===== config.mk =====
export PLATFORM = sky130hd
export DESIGN_NAME = chain_test_reg
export DESIGN_NICKNAME = d
export VERILOG_FILES = /design/src/rtl/ctr_pkg.sv /design/src/rtl/ctr_slice.sv /design/src/rtl/ctr_feedback.sv /design/src/rtl/chain_test_reg.sv
export SDC_FILE = /design/constraint.sdc
export NUM_CORES = 1
export LEC_CHECK = 0
export BUFFER_PORTS_ARGS = -buffer_cell sky130_fd_sc_hd__buf_4
export CELL_PAD_IN_SITES_DETAIL_PLACEMENT = 0
export CELL_PAD_IN_SITES_GLOBAL_PLACEMENT = 2
export CORE_MARGIN = 5
export CORE_UTILIZATION = 23
export DETAILED_ROUTE_END_ITERATION = 12
export GPL_TIMING_DRIVEN = 0
export PLACE_DENSITY_LB_ADDON = 0.1
export SKIP_LAST_GASP = 1
export SLEW_MARGIN = 40
export SYNTH_ARGS = -nofsm -noshare
export SYNTH_HDL_FRONTEND = slang
export SYNTH_SLANG_ARGS = --single-unit

===== constraint.sdc =====
create_clock -name clk -period 1.65 [get_ports clk]
set_input_delay 0.495 -clock clk [delete_from_list [all_inputs] [get_ports clk]]
set_output_delay 0.495 -clock clk [all_outputs]
set_load 0.005 [all_outputs]

===== src/rtl/ctr_pkg.sv =====
package ctr_pkg;

    localparam int SLICE_W = 8;

    typedef enum logic [1:0] {
        MODE_LOAD = 2'b00,
        MODE_SCAN = 2'b01,
        MODE_PRPG = 2'b10,
        MODE_MISR = 2'b11
    } mode_e;

    typedef struct packed {
        mode_e mode;
        logic  seed_load;
    } slice_ctrl_t;

    // Tap mask for the chained width: bit (k-1) set for each term x^k, k >= 1
    function automatic logic [31:0] tap_mask(input int slices);
        case (slices)
            1:       return 32'h0000_008E;
            2:       return 32'h0000_D008;
            3:       return 32'h00E1_0000;
            default: return 32'h8020_0003;
        endcase
    endfunction

endpackage


===== src/rtl/ctr_slice.sv =====
module ctr_slice
    import ctr_pkg::*;
#(
    parameter logic [SLICE_W-1:0] RESET_VAL = '0
) (
    input  logic               clk,
    input  logic               rst,
    input  slice_ctrl_t        ctrl,
    input  logic [SLICE_W-1:0] par_in,
    input  logic [SLICE_W-1:0] seed_in,
    input  logic               carry_in,
    output logic [SLICE_W-1:0] par_out,
    output logic               carry_out
);

    logic [SLICE_W-1:0] q;
    logic [SLICE_W-1:0] shifted;
    logic [SLICE_W-1:0] nxt;

    always_comb begin
        shifted = {q[SLICE_W-2:0], carry_in};
        case (ctrl.mode)
            MODE_LOAD: nxt = par_in;
            MODE_SCAN: nxt = shifted;
            MODE_PRPG: nxt = shifted;
            MODE_MISR: nxt = shifted ^ par_in;
        endcase
        if (ctrl.seed_load) begin
            nxt = seed_in;
        end
    end

    always_ff @(posedge clk) begin
        if (rst) begin
            q <= RESET_VAL;
        end else begin
            q <= nxt;
        end
    end

    assign par_out   = q;
    assign carry_out = q[SLICE_W-1];

endmodule


===== src/rtl/ctr_feedback.sv =====
module ctr_feedback
    import ctr_pkg::*;
#(
    parameter int NUM_SLICES = 2,
    localparam int N = NUM_SLICES * SLICE_W
) (
    input  logic [N-1:0] state,
    input  mode_e        mode,
    input  logic         scan_in,
    output logic         chain_in
);

    localparam logic [31:0] TAPS = tap_mask(NUM_SLICES);

    logic [31:0] padded;
    logic        fb;
    logic        all_zero;

    always_comb begin
        padded         = '0;
        padded[N-1:0]  = state;
        fb             = ^(padded & TAPS);
        all_zero       = (state == '0);
        if (mode == MODE_SCAN) begin
            chain_in = scan_in;
        end else if (mode == MODE_PRPG) begin
            // escape from the lock-up state
            chain_in = fb | all_zero;
        end else begin
            chain_in = fb;
        end
    end

endmodule


===== src/rtl/chain_test_reg.sv =====
module chain_test_reg
    import ctr_pkg::*;
#(
    parameter int NUM_SLICES = 2,
    localparam int N = NUM_SLICES * SLICE_W
) (
    input  logic         clk,
    input  logic         rst,
    input  logic [1:0]   mode,
    input  logic         seed_load,
    input  logic [N-1:0] par_in,
    input  logic         scan_in,
    output logic [N-1:0] par_out,
    output logic         scan_out
);

    slice_ctrl_t           ctrl;
    logic [N-1:0]          seed_word;
    logic [NUM_SLICES:0]   link;
    logic [N-1:0]          state;

    assign ctrl.mode      = mode_e'(mode);
    assign ctrl.seed_load = seed_load;
    assign seed_word      = (par_in == '0) ? N'(1) : par_in;

    ctr_feedback #(.NUM_SLICES(NUM_SLICES)) u_fb (
        .state    (state),
        .mode     (ctrl.mode),
        .scan_in  (scan_in),
        .chain_in (link[0])
    );

    for (genvar k = 0; k < NUM_SLICES; k++) begin : g_slice
        ctr_slice #(
            .RESET_VAL((k == 0) ? 8'h01 : 8'h00)
        ) u_slice (
            .clk       (clk),
            .rst       (rst),
            .ctrl      (ctrl),
            .par_in    (par_in[k*SLICE_W +: SLICE_W]),
            .seed_in   (seed_word[k*SLICE_W +: SLICE_W]),
            .carry_in  (link[k]),
            .par_out   (state[k*SLICE_W +: SLICE_W]),
            .carry_out (link[k+1])
        );
    end

    assign par_out  = state;
    assign scan_out = link[NUM_SLICES];

endmodule


==> flow_summary.toml, run 1 <==
[setup_path]
cp_data_required_time_ns = 1.84
start_kind = "register"
cp.arrival_ns = 1.73
cp_max_fo = 4
crit_path_end_kind = "register"
critical_path_class = "reg -> reg"

[yosys]
synth_area_um2 = 960
synthesis.nets = 146
synth_common_cells = "o21ai_0 (31), dfxtp_1 (16), nor2_1 (16)"
synth_cell_types = 24
ys_async_sr_fraction_pct = 0
synth.area.top_cells = "dfxtp_1 (33%), o21ai_0 (16%), a32oi_1 (14%)"
synth-main-ff-cell = "dfxtp_1"
ys_seq_elements = 16
synth_fa_ha_area_share_pct = 6.52
synth_most_common_cell = "o21ai_0"
yosys.area_share.simple_pct = 16.9
synth_compound_area_share_pct = 33.4
yosysSeqAreaShare_pct = 33.4
synth_edf_count = 0
muxShareOfSynthArea_pct = 0
synthXorXnorAreaFrac_pct = 1.83
synth_warnings = 0
yosysTopAreaCell = "dfxtp_1"
synth.top_cell.area_share_pct = 33.4
synth_cells = 119
synth_top_family_by_area = "compound AO/OA/AOI/OAI gates"
syn_area_per_cell_um2 = 8.06

[grt]
grt_max_degree = 11
grt-ovfl-total = 0
grt_util_all_layers_pct = 13.5
grt_pass1_wl_um = 5560
antenna_found_initial = 0
grt_pass1_vias = 1102

[pwr]
seqPwrFrac_pct = 44.2
combPwrFrac_pct = 26.5
p_leak_nw = 0.563
p_sw_mw = 0.303
switching_share_pct = 29.9
ir_drop_v = 0.000378
p_int_mw = 0.709
total_power_mw = 1.01
p_per_area_nw_per_um2 = 746
pwr-share-clk_pct = 29.3

[place]
hpwl_um = 2640
place.gp.congestion = 0.755
placed_area_um2 = 1300
port_buffers = 37
placed_cells = 206
dp_slack_ns = -0.407

[cells_and_area]
n_antenna_cell = 0
largest_reg_flops = 16
nNetsFinal = 188
final_area_um2 = 1360
fin_cells = 209
drive_gt1_share_pct = 34.0
areaGrowthSynthToFinish_pct = 41.3
post-route-util_pct = 33.7

[die]
coreArea_um2 = 4030
die_w_um = 74.6
start_util_pct = 23.8
rows = 23
ios = 39
dieArea_um2 = 5560
die_h_um = 74.6

[sta]
final.setup_skew_ns = 0.00329
slew_viol_final = 0
slew_headroom_pct = 66.1
fin_ws_ns = 0.109
period_minus_slack_ns = 1.54
hold_viol = 0
final.setup.tns_ns = 0
hold_slack_ns = 0.485
setup-violations-final = 0
fin_crit_sh_pct = 93.4
fmax_mhz = 649
tightest_slew_ns = 0.508
rsz0062_at_grt = "false"

[routing]
dr.pass1.iters = 4
drc = 0
routed_wl_um = 3500
wire_per_inst_um = 16.7
drtIter0Drc = 60
via_per_inst = 5.36
vias = 1120
drt.antenna.violating_nets = 0

[cts]
cts_sinks = 16
clk_latency_ns = 0.25
cts_tree = "yes"
clk_pin_slew_worst_paths_ns = 0.07
clockBufferDepth = 2
cts_made_buffers = 3
cts_hold_buffers = 0
htreeDepth = 1
cts.root.buffer_cell = "clkbuf_8"

[min_path]
hp-class = "in -> reg"

[run]
drv_cap = 0

[outcome]
status = "completed"
==> power groups by stage <==
stage | combinational [mW] | sequential [mW] | clock (mW)
6_report | 0.268 | 0.447 | 0.296
5_1_grt | 0.303 | 0.452 | 0.327
4_1_cts | 0.266 | 0.447 | 0.316
3_5_place_dp | 0.264 | 0.456 | 0
3_3_place_gp | 0.262 | 0.454 | 0
2_1_floorplan | 0.128 | 0.450 | 0
==> worst max-delay path: stages (launching register included) <==
cell,delay [ns]
dfxtp_1,0.34
nor4_1,0.47
a41oi_1,0.22
a221o_1,0.38
nand3_1,0.07
==> final cells by class <==
class / instances / area, um^2
plain buffers: 11 / 62.6
clock buffers: 3 / 41.3
fillers: 437 / 2670
inverters: 7 / 26.3
multi-input cells: 85 / 566
flip-flops and latches: 16 / 320
well taps: 50 / 62.6
repair buffers: 37 / 278
==> placed cells by master, fill, tap and decap left out, types with 2 or more instances in the layout <==
cell and count:
nor4_1 4, a32oi_1 15, dfxtp_1 16, inv_1 6
clkbuf_4 2, buf_4 39, nor2_1 15, ha_1 5
clkbuf_8 3, clkbuf_2 5, nor4b_2 2, o21ai_0 31
==> path summary, 6_finish.rpt <==
check	from	endpoint	slack, ns	cells past startpoint
hold / removal	par_in[0]	g_slice[0].u_slice.par_out[0]	0.49	3
setup / recovery	g_slice[1].u_slice.par_out[3]	g_slice[0].u_slice.par_out[0]	0.11	4
hold reg to reg	g_slice[1].u_slice.par_out[2]	g_slice[1].u_slice.par_out[3]	0.57	2
setup reg to reg	g_slice[1].u_slice.par_out[3]	g_slice[0].u_slice.par_out[0]	0.11	4
==> repair_timing <==
action | 4_1_cts | 5_1_grt
endpoints found under the setup margin | 15 | 15
buffers inserted | 0 | 0
gates resized for setup | 2 | 13
==> per-layer routing <==
| layer | part of all wire (%) | up-vias | routed length, um | track usage [%] |
|---|---|---|---|---|
| li1 | - | 532 | - | - |
| met1 | 47 | 538 | 1630 | 19.3 |
| met2 | 44 | 48 | 1530 | 20.4 |
| met3 | 8.9 | 2 | 310 | 3.65 |
| met4 | 0.60 | 0 | 21 | 2.37 |
| met5 | 0 | - | 0 | 0 |
==> cell families after synthesis <==
logic type	Yosys count
buffers and inverters	18
AOI/OAI and AO/OA	50
and+or+nand+nor	28
adders and majority gates	5
DFF	16
xor gates and xnor gates	2
(Power assumes the default switching activity.)
==> run 2: changes to the inputs <==
--- a/config.mk
+++ b/config.mk
@@ -13,6 +13,7 @@
 export DETAILED_ROUTE_END_ITERATION = 12
 export GPL_TIMING_DRIVEN = 0
 export PLACE_DENSITY_LB_ADDON = 0.1
+export RECOVER_POWER = 50
 export SKIP_LAST_GASP = 1
 export SLEW_MARGIN = 40
 export SYNTH_ARGS = -nofsm -noshare
==> run 2 against run 1 <==
  * Register-to-register slack about the same
  * Global-route usage is the same
  * Highest routed layer unchanged
  * Clock-buffer cell count did not move
  * Setup slack better by 0.0085 ns
  * Fmax is 0.55% higher
==> flow_summary.toml, run 2 (synthesized netlist as in run 1, its figures left out) <==
[cells_and_area]
areaGrowthSynthToFinish_pct = 41.3
final_area_um2 = 1360
drive_gt1_share_pct = 34.0
nNetsFinal = 188
n_antenna_cell = 0
final_common_cell = "o21ai_0"
mostFrequentLayoutCells = "o21ai_0 (31), buf_4 (23), clkbuf_4 (18)"
largest_reg_flops = 16

[setup_path]
cp_data_required_time_ns = 1.84
cp_max_fo = 4
start_kind = "register"
cp.arrival_ns = 1.72
critical_path_class = "reg -> reg"
crit_path_end_kind = "register"

[routing]
wire_per_inst_um = 16.6
via_per_inst = 5.28
drt.antenna.violating_nets = 0
dr.pass1.iters = 4
drc = 0
drtIter0Drc = 70
routed_wl_um = 3470
vias = 1103

[grt]
grt_pass1_wl_um = 5560
grt_util_all_layers_pct = 13.5
grt_max_degree = 11
grt_pass1_vias = 1102
grt-ovfl-total = 0
antenna_found_initial = 0

[die]
dieArea_um2 = 5560
die_w_um = 74.6
die_h_um = 74.6
ios = 39
start_util_pct = 23.8
coreArea_um2 = 4030
rows = 23

[pwr]
p_per_area_nw_per_um2 = 744
p_leak_nw = 0.557
ir_drop_v = 0.000379
total_power_mw = 1.01

[place]
port_buffers = 37
placed_area_um2 = 1300
place.gp.congestion = 0.755
hpwl_um = 2640

[sta]
period_minus_slack_ns = 1.53
slew_viol_final = 0
final.setup.tns_ns = 0
tightest_slew_ns = 0.496
fmax_mhz = 653
hold_viol = 0
setup-violations-final = 0
rsz0062_at_grt = "false"
fin_crit_sh_pct = 92.9
final.setup_skew_ns = 0.00426
slew_headroom_pct = 66.9

[min_path]
hp-class = "in -> reg"

[cts]
cts_tree = "yes"
cts_hold_buffers = 0
htreeDepth = 1
cts_setup_buffers = 0
cts_made_buffers = 3
clockBufferDepth = 2
cts_sinks = 16
cts.root.buffer_cell = "clkbuf_8"
clk_latency_ns = 0.25
clk_pin_slew_worst_paths_ns = 0.07

[run]
drv_cap = 0

[outcome]
status = "completed"
-- run 2: changes by cell type in the layout (fill, tap and decap cells not counted) --
cell      delta
clkbuf_4    +16
buf_4       -16
-- run 2: final cells by class --
cell class | instances | area [um^2]
clock buffer | 3 | 41.3
multi-input combinational | 85 | 566
buffer | 11 | 62.6
fill | 437 | 2670
tap | 50 | 62.6
sequential | 16 | 320
timing repair buffer | 37 | 278
inverter | 7 | 26.3
-- run 2: worst paths after layout --
kind	startpoint	endpoint	slack [ns]	cells past startpoint
worst max register to register	g_slice[1].u_slice.par_out[3]	g_slice[0].u_slice.par_out[0]	0.12	4
worst max-delay path	g_slice[1].u_slice.par_out[3]	g_slice[0].u_slice.par_out[0]	0.12	4
worst min-delay path	par_in[0]	g_slice[0].u_slice.par_out[0]	0.48	3
worst min register to register	g_slice[1].u_slice.par_out[2]	g_slice[1].u_slice.par_out[3]	0.57	2
-- run 2: repair_timing --
item                                    CTS  global route
gates resized for setup                   2            13
endpoints found under the setup margin   15            15
cloned                                    0             0
-- run 2: layer usage --
metal	part of all wire (%)	vias up	GRT usage, %
met5	0	-	0
li1	-	532	-
met1	47	520	19.3
met4	0.60	0	2.37
met3	9.0	2	3.65
met2	44	49	20.4
-- run 2: worst max-delay path, stage by stage, from the launching register on --
cell and delay [ns]:
dfxtp_1 0.33, nor4_1 0.46, a41oi_1 0.22, a221o_1 0.38, nand3_1 0.07
-- run 2: metrics by stage --
step | util, % | hold WS (ns) | std cells | worst slack, ns
after global routing | 33.7 | 0.497 | 209 | 0.0128
final | 33.7 | 0.485 | 209 | 0.118
after global placement | 32.3 | 0.553 | 206 | -0.388
after CTS | 33.4 | 0.477 | 209 | -0.0100
after floorplan | - | 0.541 | 119 | 0.0522
after detailed placement | 32.3 | 0.552 | 206 | -0.407
-- run 2: report_power, final --
group	total [mW]	switching, mW	internal (mW)
logic	0.266	0.135	0.131
clock network	0.297	0.135	0.162
registers	0.447	0.0328	0.414
